File: src/rtl/irq_pkg.sv
package irq_pkg;
  localparam int REG_W    = 8;
  localparam int ADDR_W   = 4;
  localparam int DMA_SRC  = REG_W - 1;
  localparam int BUS_SRC  = 2 * REG_W;

  typedef enum logic [ADDR_W-1:0] {
    A_SUMMARY = 4'd0,
    A_DSTAT   = 4'd1,
    A_DEN     = 4'd2,
    A_BSTAT_A = 4'd3,
    A_BSTAT_B = 4'd4,
    A_BEN_A   = 4'd5,
    A_BEN_B   = 4'd6,
    A_CTRL    = 4'd7,
    A_FIFOCMD = 4'd8
  } reg_sel_e;

  localparam int CTRL_MASK_BIT  = 1;
  localparam int CMD_DCLR_BIT   = 2;
  localparam int CMD_BCLR_BIT   = 1;
  localparam int CMD_FLUSH_BIT  = 0;
endpackage

File: src/rtl/irq_latch_bank.sv
module irq_latch_bank #(
  parameter int N = 8
) (
  input  logic         clk,
  input  logic         rst_n,
  input  logic [N-1:0] evt,
  input  logic [N-1:0] clr,
  output logic [N-1:0] stat
);
  // Set wins over clear so an event coinciding with a read survives.
  for (genvar i = 0; i < N; i++) begin : g_bit
    always_ff @(posedge clk or negedge rst_n) begin
      if (!rst_n)      stat[i] <= 1'b0;
      else if (evt[i]) stat[i] <= 1'b1;
      else if (clr[i]) stat[i] <= 1'b0;
    end
  end
endmodule

File: src/rtl/irq_host_regs.sv
module irq_host_regs
  import irq_pkg::*;
(
  input  logic               clk,
  input  logic               rst_n,
  input  logic [ADDR_W-1:0]  addr,
  input  logic               rd,
  input  logic               wr,
  input  logic [REG_W-1:0]   wdata,
  input  logic               running,
  input  logic [DMA_SRC-1:0] dstat,
  input  logic [BUS_SRC-1:0] bstat,
  input  logic               fifo_empty,
  input  logic               dma_pend,
  input  logic               bus_pend,
  output logic [REG_W-1:0]   rdata,
  output logic [DMA_SRC-1:0] den,
  output logic [BUS_SRC-1:0] ben,
  output logic               pin_mask,
  output logic [DMA_SRC-1:0] dclr,
  output logic [BUS_SRC-1:0] bclr,
  output logic               p_dclr,
  output logic               p_bclr,
  output logic               p_flush
);
  logic access_ok, rd_ok, wr_ok;
  assign access_ok = !running || (addr == A_SUMMARY);
  assign rd_ok     = rd && access_ok;
  assign wr_ok     = wr && access_ok;

  always_comb begin
    rdata = '0;
    if (rd_ok) begin
      case (addr)
        A_SUMMARY: rdata = {{(REG_W-2){1'b0}}, bus_pend, dma_pend};
        A_DSTAT:   rdata = {fifo_empty, dstat};
        A_DEN:     rdata = {1'b0, den};
        A_BSTAT_A: rdata = bstat[REG_W-1:0];
        A_BSTAT_B: rdata = bstat[BUS_SRC-1:REG_W];
        A_BEN_A:   rdata = ben[REG_W-1:0];
        A_BEN_B:   rdata = ben[BUS_SRC-1:REG_W];
        A_CTRL:    rdata = {{(REG_W-2){1'b0}}, pin_mask, 1'b0};
        default:   rdata = '0;
      endcase
    end
  end

  // Read clears whatever was reported; bit 7 (fifo_empty) is not stored here.
  assign dclr = (rd_ok && addr == A_DSTAT) ? dstat : '0;
  assign bclr[REG_W-1:0]       = (rd_ok && addr == A_BSTAT_A) ? bstat[REG_W-1:0] : '0;
  assign bclr[BUS_SRC-1:REG_W] = (rd_ok && addr == A_BSTAT_B) ? bstat[BUS_SRC-1:REG_W] : '0;

  always_ff @(posedge clk or negedge rst_n) begin
    if (!rst_n) begin
      den      <= '0;
      ben      <= '0;
      pin_mask <= 1'b0;
      p_dclr   <= 1'b0;
      p_bclr   <= 1'b0;
      p_flush  <= 1'b0;
    end else begin
      p_dclr  <= wr_ok && addr == A_FIFOCMD && wdata[CMD_DCLR_BIT];
      p_bclr  <= wr_ok && addr == A_FIFOCMD && wdata[CMD_BCLR_BIT];
      p_flush <= wr_ok && addr == A_FIFOCMD && wdata[CMD_FLUSH_BIT];
      if (wr_ok) begin
        case (addr)
          A_DEN:   den <= wdata[DMA_SRC-1:0];
          A_BEN_A: ben[REG_W-1:0] <= wdata;
          A_BEN_B: ben[BUS_SRC-1:REG_W] <= wdata;
          A_CTRL:  pin_mask <= wdata[CTRL_MASK_BIT];
          default: ;
        endcase
      end
    end
  end
endmodule

File: src/rtl/irq_pin_ctrl.sv
module irq_pin_ctrl
  import irq_pkg::*;
(
  input  logic [DMA_SRC-1:0] dstat,
  input  logic [DMA_SRC-1:0] den,
  input  logic [BUS_SRC-1:0] bstat,
  input  logic [BUS_SRC-1:0] ben,
  input  logic               pin_mask,
  output logic               dma_pend,
  output logic               bus_pend,
  output logic               halt_req,
  output logic               irq_n
);
  assign dma_pend = |(dstat & den);
  assign bus_pend = |(bstat & ben);
  // Every enabled condition is fatal; the mask affects only the pin.
  assign halt_req = dma_pend || bus_pend;
  assign irq_n    = !((dma_pend || bus_pend) && !pin_mask);
endmodule

File: src/rtl/irq_status_unit.sv
module irq_status_unit
  import irq_pkg::*;
(
  input  logic               clk,
  input  logic               rst_n,
  input  logic [ADDR_W-1:0]  reg_addr,
  input  logic               reg_rd,
  input  logic               reg_wr,
  input  logic [REG_W-1:0]   reg_wdata,
  output logic [REG_W-1:0]   reg_rdata,
  input  logic               engine_running,
  input  logic [DMA_SRC-1:0] dma_evt,
  input  logic [BUS_SRC-1:0] bus_evt,
  input  logic               dma_fifo_empty,
  output logic               irq_n,
  output logic               halt_req,
  output logic               dma_fifo_clr,
  output logic               bus_fifo_clr,
  output logic               dma_fifo_flush
);
  logic [DMA_SRC-1:0] dstat, den, dclr;
  logic [BUS_SRC-1:0] bstat, ben, bclr;
  logic pin_mask, dma_pend, bus_pend;

  irq_latch_bank #(.N(DMA_SRC)) u_dma_bank (
    .clk(clk), .rst_n(rst_n), .evt(dma_evt), .clr(dclr), .stat(dstat));

  irq_latch_bank #(.N(BUS_SRC)) u_bus_bank (
    .clk(clk), .rst_n(rst_n), .evt(bus_evt), .clr(bclr), .stat(bstat));

  irq_host_regs u_regs (
    .clk(clk), .rst_n(rst_n), .addr(reg_addr), .rd(reg_rd), .wr(reg_wr),
    .wdata(reg_wdata), .running(engine_running), .dstat(dstat), .bstat(bstat),
    .fifo_empty(dma_fifo_empty), .dma_pend(dma_pend), .bus_pend(bus_pend),
    .rdata(reg_rdata), .den(den), .ben(ben), .pin_mask(pin_mask),
    .dclr(dclr), .bclr(bclr), .p_dclr(dma_fifo_clr), .p_bclr(bus_fifo_clr),
    .p_flush(dma_fifo_flush));

  irq_pin_ctrl u_pin (
    .dstat(dstat), .den(den), .bstat(bstat), .ben(ben), .pin_mask(pin_mask),
    .dma_pend(dma_pend), .bus_pend(bus_pend), .halt_req(halt_req), .irq_n(irq_n));
endmodule

File: config.mk
export PLATFORM = sky130hd
export DESIGN_NAME = irq_status_unit
export DESIGN_NICKNAME = d
export VERILOG_FILES = /design/src/rtl/irq_pkg.sv /design/src/rtl/irq_latch_bank.sv /design/src/rtl/irq_host_regs.sv /design/src/rtl/irq_pin_ctrl.sv /design/src/rtl/irq_status_unit.sv
export SDC_FILE = /design/constraint.sdc
export NUM_CORES = 1
export LEC_CHECK = 0
export ABC_CLOCK_PERIOD_IN_PS = 8100
export BUFFER_PORTS_ARGS = -buffer_cell sky130_fd_sc_hd__buf_2
export CORE_MARGIN = 5
export CORE_UTILIZATION = 57
export DETAILED_ROUTE_END_ITERATION = 10
export PLACE_DENSITY_LB_ADDON = 0.2
export SYNTH_ARGS = -nofsm -noshare
export SYNTH_HDL_FRONTEND = slang
export SYNTH_SLANG_ARGS = --single-unit
File: constraint.sdc
create_clock -name clk -period 8.1 [get_ports clk]
set_input_delay 2.43 -clock clk [delete_from_list [all_inputs] [get_ports clk]]
set_output_delay 2.43 -clock clk [all_outputs]
set_load 0.03 [all_outputs]
; After elaboration in Yosys (flattened, before gate mapping)
; Cells that the tools add are included.
[totals]
regBits = 50
inputBits = 41
word_cells = 136
[op_classes]
n_eq_ne = 8
mux = 51
bitwise_logic = 2
n_reduce_logical = 45
[ops]
columns = cell, count
row1 = case mux 8 bit (8 select lines), 1
row2 = 2-to-1 mux 1 bit, 46
row3 = nonzero test 2 bit, 23
row4 = 2-to-1 mux 8 bit, 3
row5 = bitwise AND 16 bit, 1
row6 = "equality test 4 x 3 -> 1 bit, second input constant", 4
row7 = OR reduction 16 bit, 1
row8 = logical AND 1 bit, 10
row9 = "equality test 4 x 2 -> 1 bit, second input constant", 2
row10 = AND reduction 2 bit, 4
row11 = bitwise AND 7 bit, 1
row12 = 2-to-1 mux 7 bit, 1
row13 = OR reduction 7 bit, 1
row14 = "equality test 4 x 1 -> 1 bit, second input constant", 1
row15 = "equality test 4 bit, second input constant", 1
row16 = zero test 4 bit, 1
row17 = zero test 1 bit, 3
row18 = logical OR 1 bit, 2

; Longest topological paths before layout
[depth]
ltp_word = 7
ltp_mapped = 7
mapped_depth_nobuf = 5

; Hierarchy
; A second synthesis with hierarchy kept.
[hier_totals]
hier_cells = 252
area_unflattened_um2 = 2801.4
[modules_own_cells]
columns = module, n_inst, cells_each, area_per_inst_um2, seq_area_each_um2
row1 = irq_host_regs, 1, 168, 1815.5, 675.6
row2 = irq_latch_bank (u_bus_bank), 1, 48, 580.6, 400.4
row3 = irq_latch_bank (u_dma_bank), 1, 21, 254.0, 175.2
row4 = irq_pin_ctrl, 1, 15, 151.4, 0.0

; Least setup slack after synthesis
; OpenSTA, ideal clock, no wires.
[synth_path]
kind = input -> output
startpoint = in reg_addr[0]
endpoint = out reg_rdata[1]
arrival_ns = 4.010
required_ns = 5.670
slack_ns = 1.660
cell_stages = 6
path_cell_list = buf_2 > or4_4 > a21boi_2 > nand2b_1 > buf_2 > a31oi_1
[synth_via]
elab_chain_len = 4
elab_cells_between_ends = 12
classes_between = eq/ne: 7 / mux: 2 / reduce/logical: 3
[synth_lines]
columns = element, line
row1 = from (decl), irq_status_unit.sv:6  ; input logic [ADDR_W-1:0] reg_addr,
row2 = "parallel branches: the longest is 3 deep, another holds case mux 8 bit (8 select lines)", n/a
row3 = 2-to-1 mux 8 bit (*), irq_host_regs.sv:33  ; if (rd_ok) begin
row4 = to (decl), irq_status_unit.sv:10  ; output logic [REG_W-1:0] reg_rdata,
; Mark *: on every way between the ends.

; Worst setup path in the final report
[layout_path]
startpoint = in reg_addr[2]
endpoint = out reg_rdata[0]
; Same word-level chain as after synthesis.

==> out/metrics.yaml <==
yosys:
  synthCells: 194
  synth_cell_type_count: 33
  ys_warn_count: 0
  postSynthAreaPerCell_sq_um: 12.3
  seq_area_frac_synth_pct: 52.4
  synth_ff_type: "dfrtp_1"
  yosysTopAreaCellShare_pct: 52.4
  synth_seq_cells: 50
  synth_edf_count: 0
  synth_async_sr_flop_share_pct: 100
  synth_nets: 235
  synth_area_sq_um: 2390
  synth_area_leaders: "dfrtp_1 (52%), mux2_2 (15%), a21o_1 (7.2%), a22o_1 (3.7%), a222oi_1 (2.9%)"
  ys_top_cells_by_count: "dfrtp_1 (50), mux2_2 (31), a21o_1 (23)"
  yosysMostFrequentCell: "dfrtp_1"
  synth_area_leader_cell: "dfrtp_1"
die:
  core_area_sq_um: 4030
  die-area_sq_um: 5580
  die_width_um: 74.7
  rows: 23
  initial_core_util_pct: 59.2
  die_y_um: 74.7
  pin_count: 54
drt:
  drc: 0
  drt_pre_antenna_iters: 5
  vias: 1848
  via_per_inst: 6.24
  drt_iter0_drc: 201
  wl_per_cell_um: 19.3
  routed_wl_um: 5720
  postRouteAntennaNets: 0
layout:
  layout.cells.non_filler: 296
  regArea_sq_um: 1250
  drive_gt1_share_pct: 39.4
  diodes: 0
  area_growth_pct: 16.6
  fin_nets: 287
  multi_input_area_sq_um: 1090
  filler_cell_count: 320
  stdcell_area_sq_um: 2780
global_route:
  grt_pass1_vias: 1825
  grt_overflow: 0
  grt_usage_pct: 22.0
  grt_antenna_before_repair: 0
  grt_start_max_net_pins: 51
  grt_pass1_wl_um: 9140
timing:
  rsz0062_at_grt: "false"
  fin_skew_ns: 0
  max_slew_margin_pct: 27.8
  whs_ns: 0.526
  setup_ws_ns: 1.52
  maxSlewViolCount: 0
  fin_tns_setup_ns: 0
  worst_pin_slew_ns: 1.08
  setup_viol: 0
  fin_crit_sh_pct: 81.2
  hold_viol: 0
  period_minus_slack_ns: 6.58
  fmax_mhz: 152
worst_hold_path:
  min_from: "u_bus_bank.stat[15]"
  hold_class: "register to register"
  hold_end: "u_bus_bank.stat[15]"
  min_path_cells: 1
clocking:
  post_cts_buffers: 0
  cts_root_buffer: "clkbuf_8"
  cts_resized: 0
  cts_max_level: 2
  cts_hold_buffers: 0
  cts_tree: "done"
  numCtsBuffers: 5
  insertion_delay_ns: 0.30
  cts_sinks: 50
  cts.path.max_buffers: 2
  clkSlewWorstSetupHoldPaths_ns: 0.09
critical_path:
  path_class: "input port to output port"
  critPathLaunchType: "input port"
  cp.arrival_ns: 4.15
  r2r_slack_ns: 7.29
  end_kind: "output port"
  required_ns: 5.67
  cp_max_fo: 21
  crit-reg2reg-capture: "u_regs.ben[0]"
  worstRegToRegCells: 1
  r2r_start: "u_regs.ben[0]"
placement:
  io_buffers: 53
  hpwlAfterDp_um: 4190
  gp_congestion: 0.909
  place_ws_ns: 1.57
  dp.cells: 289
  placed_cell_area_sq_um: 2670
power:
  power_density_nw_per_um2: 201
  ir_worst_vdd_uv: 141
  cellLeakagePower_nw: 1.20
flow_run:
  cap_violations: 0
status:
  status: "finished clean"
through the flow:
step	util, %	total power, W
global placement	66.4	0.000388
detailed placement	66.4	0.000391
CTS	69.0	0.000560
finish	69.0	0.000559
global route	69.0	0.000584
floorplan	-	0.000357
cells in the final DEF (no fill, tap or decap), types with 2 or more instances in the layout:
cell type | Yosys | routed
a21oi_1 | 6 | 6
a22oi_1 | 5 | 5
nand2_1 | 11 | 11
mux2_2 | 31 | 31
nand4_1 | 2 | 2
nor3_1 | 3 | 3
dfrtp_1 | 50 | 50
nor2_1 | 3 | 3
nor4b_2 | 2 | 2
nand2b_1 | 3 | 3
clkbuf_8 | 0 | 5
buf_2 | 8 | 53
a22o_1 | 10 | 10
a21o_1 | 23 | 23
a222oi_1 | 7 | 7
nor2b_1 | 6 | 6
and2_1 | 3 | 3
a221oi_1 | 4 | 4
and3_1 | 2 | 2
sequential cells by signal, summed over array words and instances (netlist names):
| register | cells |
|---|---|
| u_regs.pin_mask | 1 |
| u_regs.p_flush | 1 |
| u_regs.p_dclr | 1 |
| u_bus_bank.stat | 16 |
| u_regs.ben | 16 |
| u_regs.p_bclr | 1 |
| u_regs.den | 7 |
| u_dma_bank.stat | 7 |
how the worst max path moves through the flow:
stage,depth (start not counted),end,start
finish,6,reg_rdata[0],reg_addr[2]
global route,6,reg_rdata[0],reg_addr[2]
CTS,6,reg_rdata[0],reg_addr[2]
detailed placement,6,reg_rdata[0],reg_addr[2]
global placement,6,reg_rdata[4],reg_addr[1]
floorplan,6,reg_rdata[1],reg_addr[0]
power breakdown:
| group | switching (W) | total [W] | internal, W |
|---|---|---|---|
| Clock | 0.0000809 | 0.000172 | 0.0000908 |
| Sequential | 0.0000209 | 0.000296 | 0.000275 |
| Combinational | 0.0000407 | 0.0000913 | 0.0000506 |
| Total | 0.000143 | 0.000559 | 0.000416 |
routing by layer:
metal	vias to the layer above	global-route usage, %	wire length [um]
met5	-	0	0
met4	0	8.50	136
met3	16	5.21	467
met2	95	34.3	2580
met1	889	30.1	2540
li1	848	-	-
kinds of logic (layout without fill, tap and decap cells):
kind of cell	count (synthesis)	count (layout)	share of synthesized area, %
flip-flops	50	50	52.4
buffers and inverters	9	61	1.84
AND/OR/NAND/NOR	42	42	10.6
AO/OA/AOI/OAI	61	61	20.0
multiplexers	32	32	15.0
final cells by class:
class	count	area share, %
multi-input cells	135	39.2
clock buffers	5	2.47
well taps	50	2.25
clock inverters	2	1.39
inverters	1	0.135
flip-flops and latches	50	45.0
repair buffers	53	9.54
critical path, cell delays in order:
cell and delay, ns:
buf_2 0.32, nor4b_2 0.64, a222oi_1 0.20, o21a_1 0.17
a21oi_1 0.16, buf_2 0.22
No activity file was read; power rests on OpenSTA's default activity.
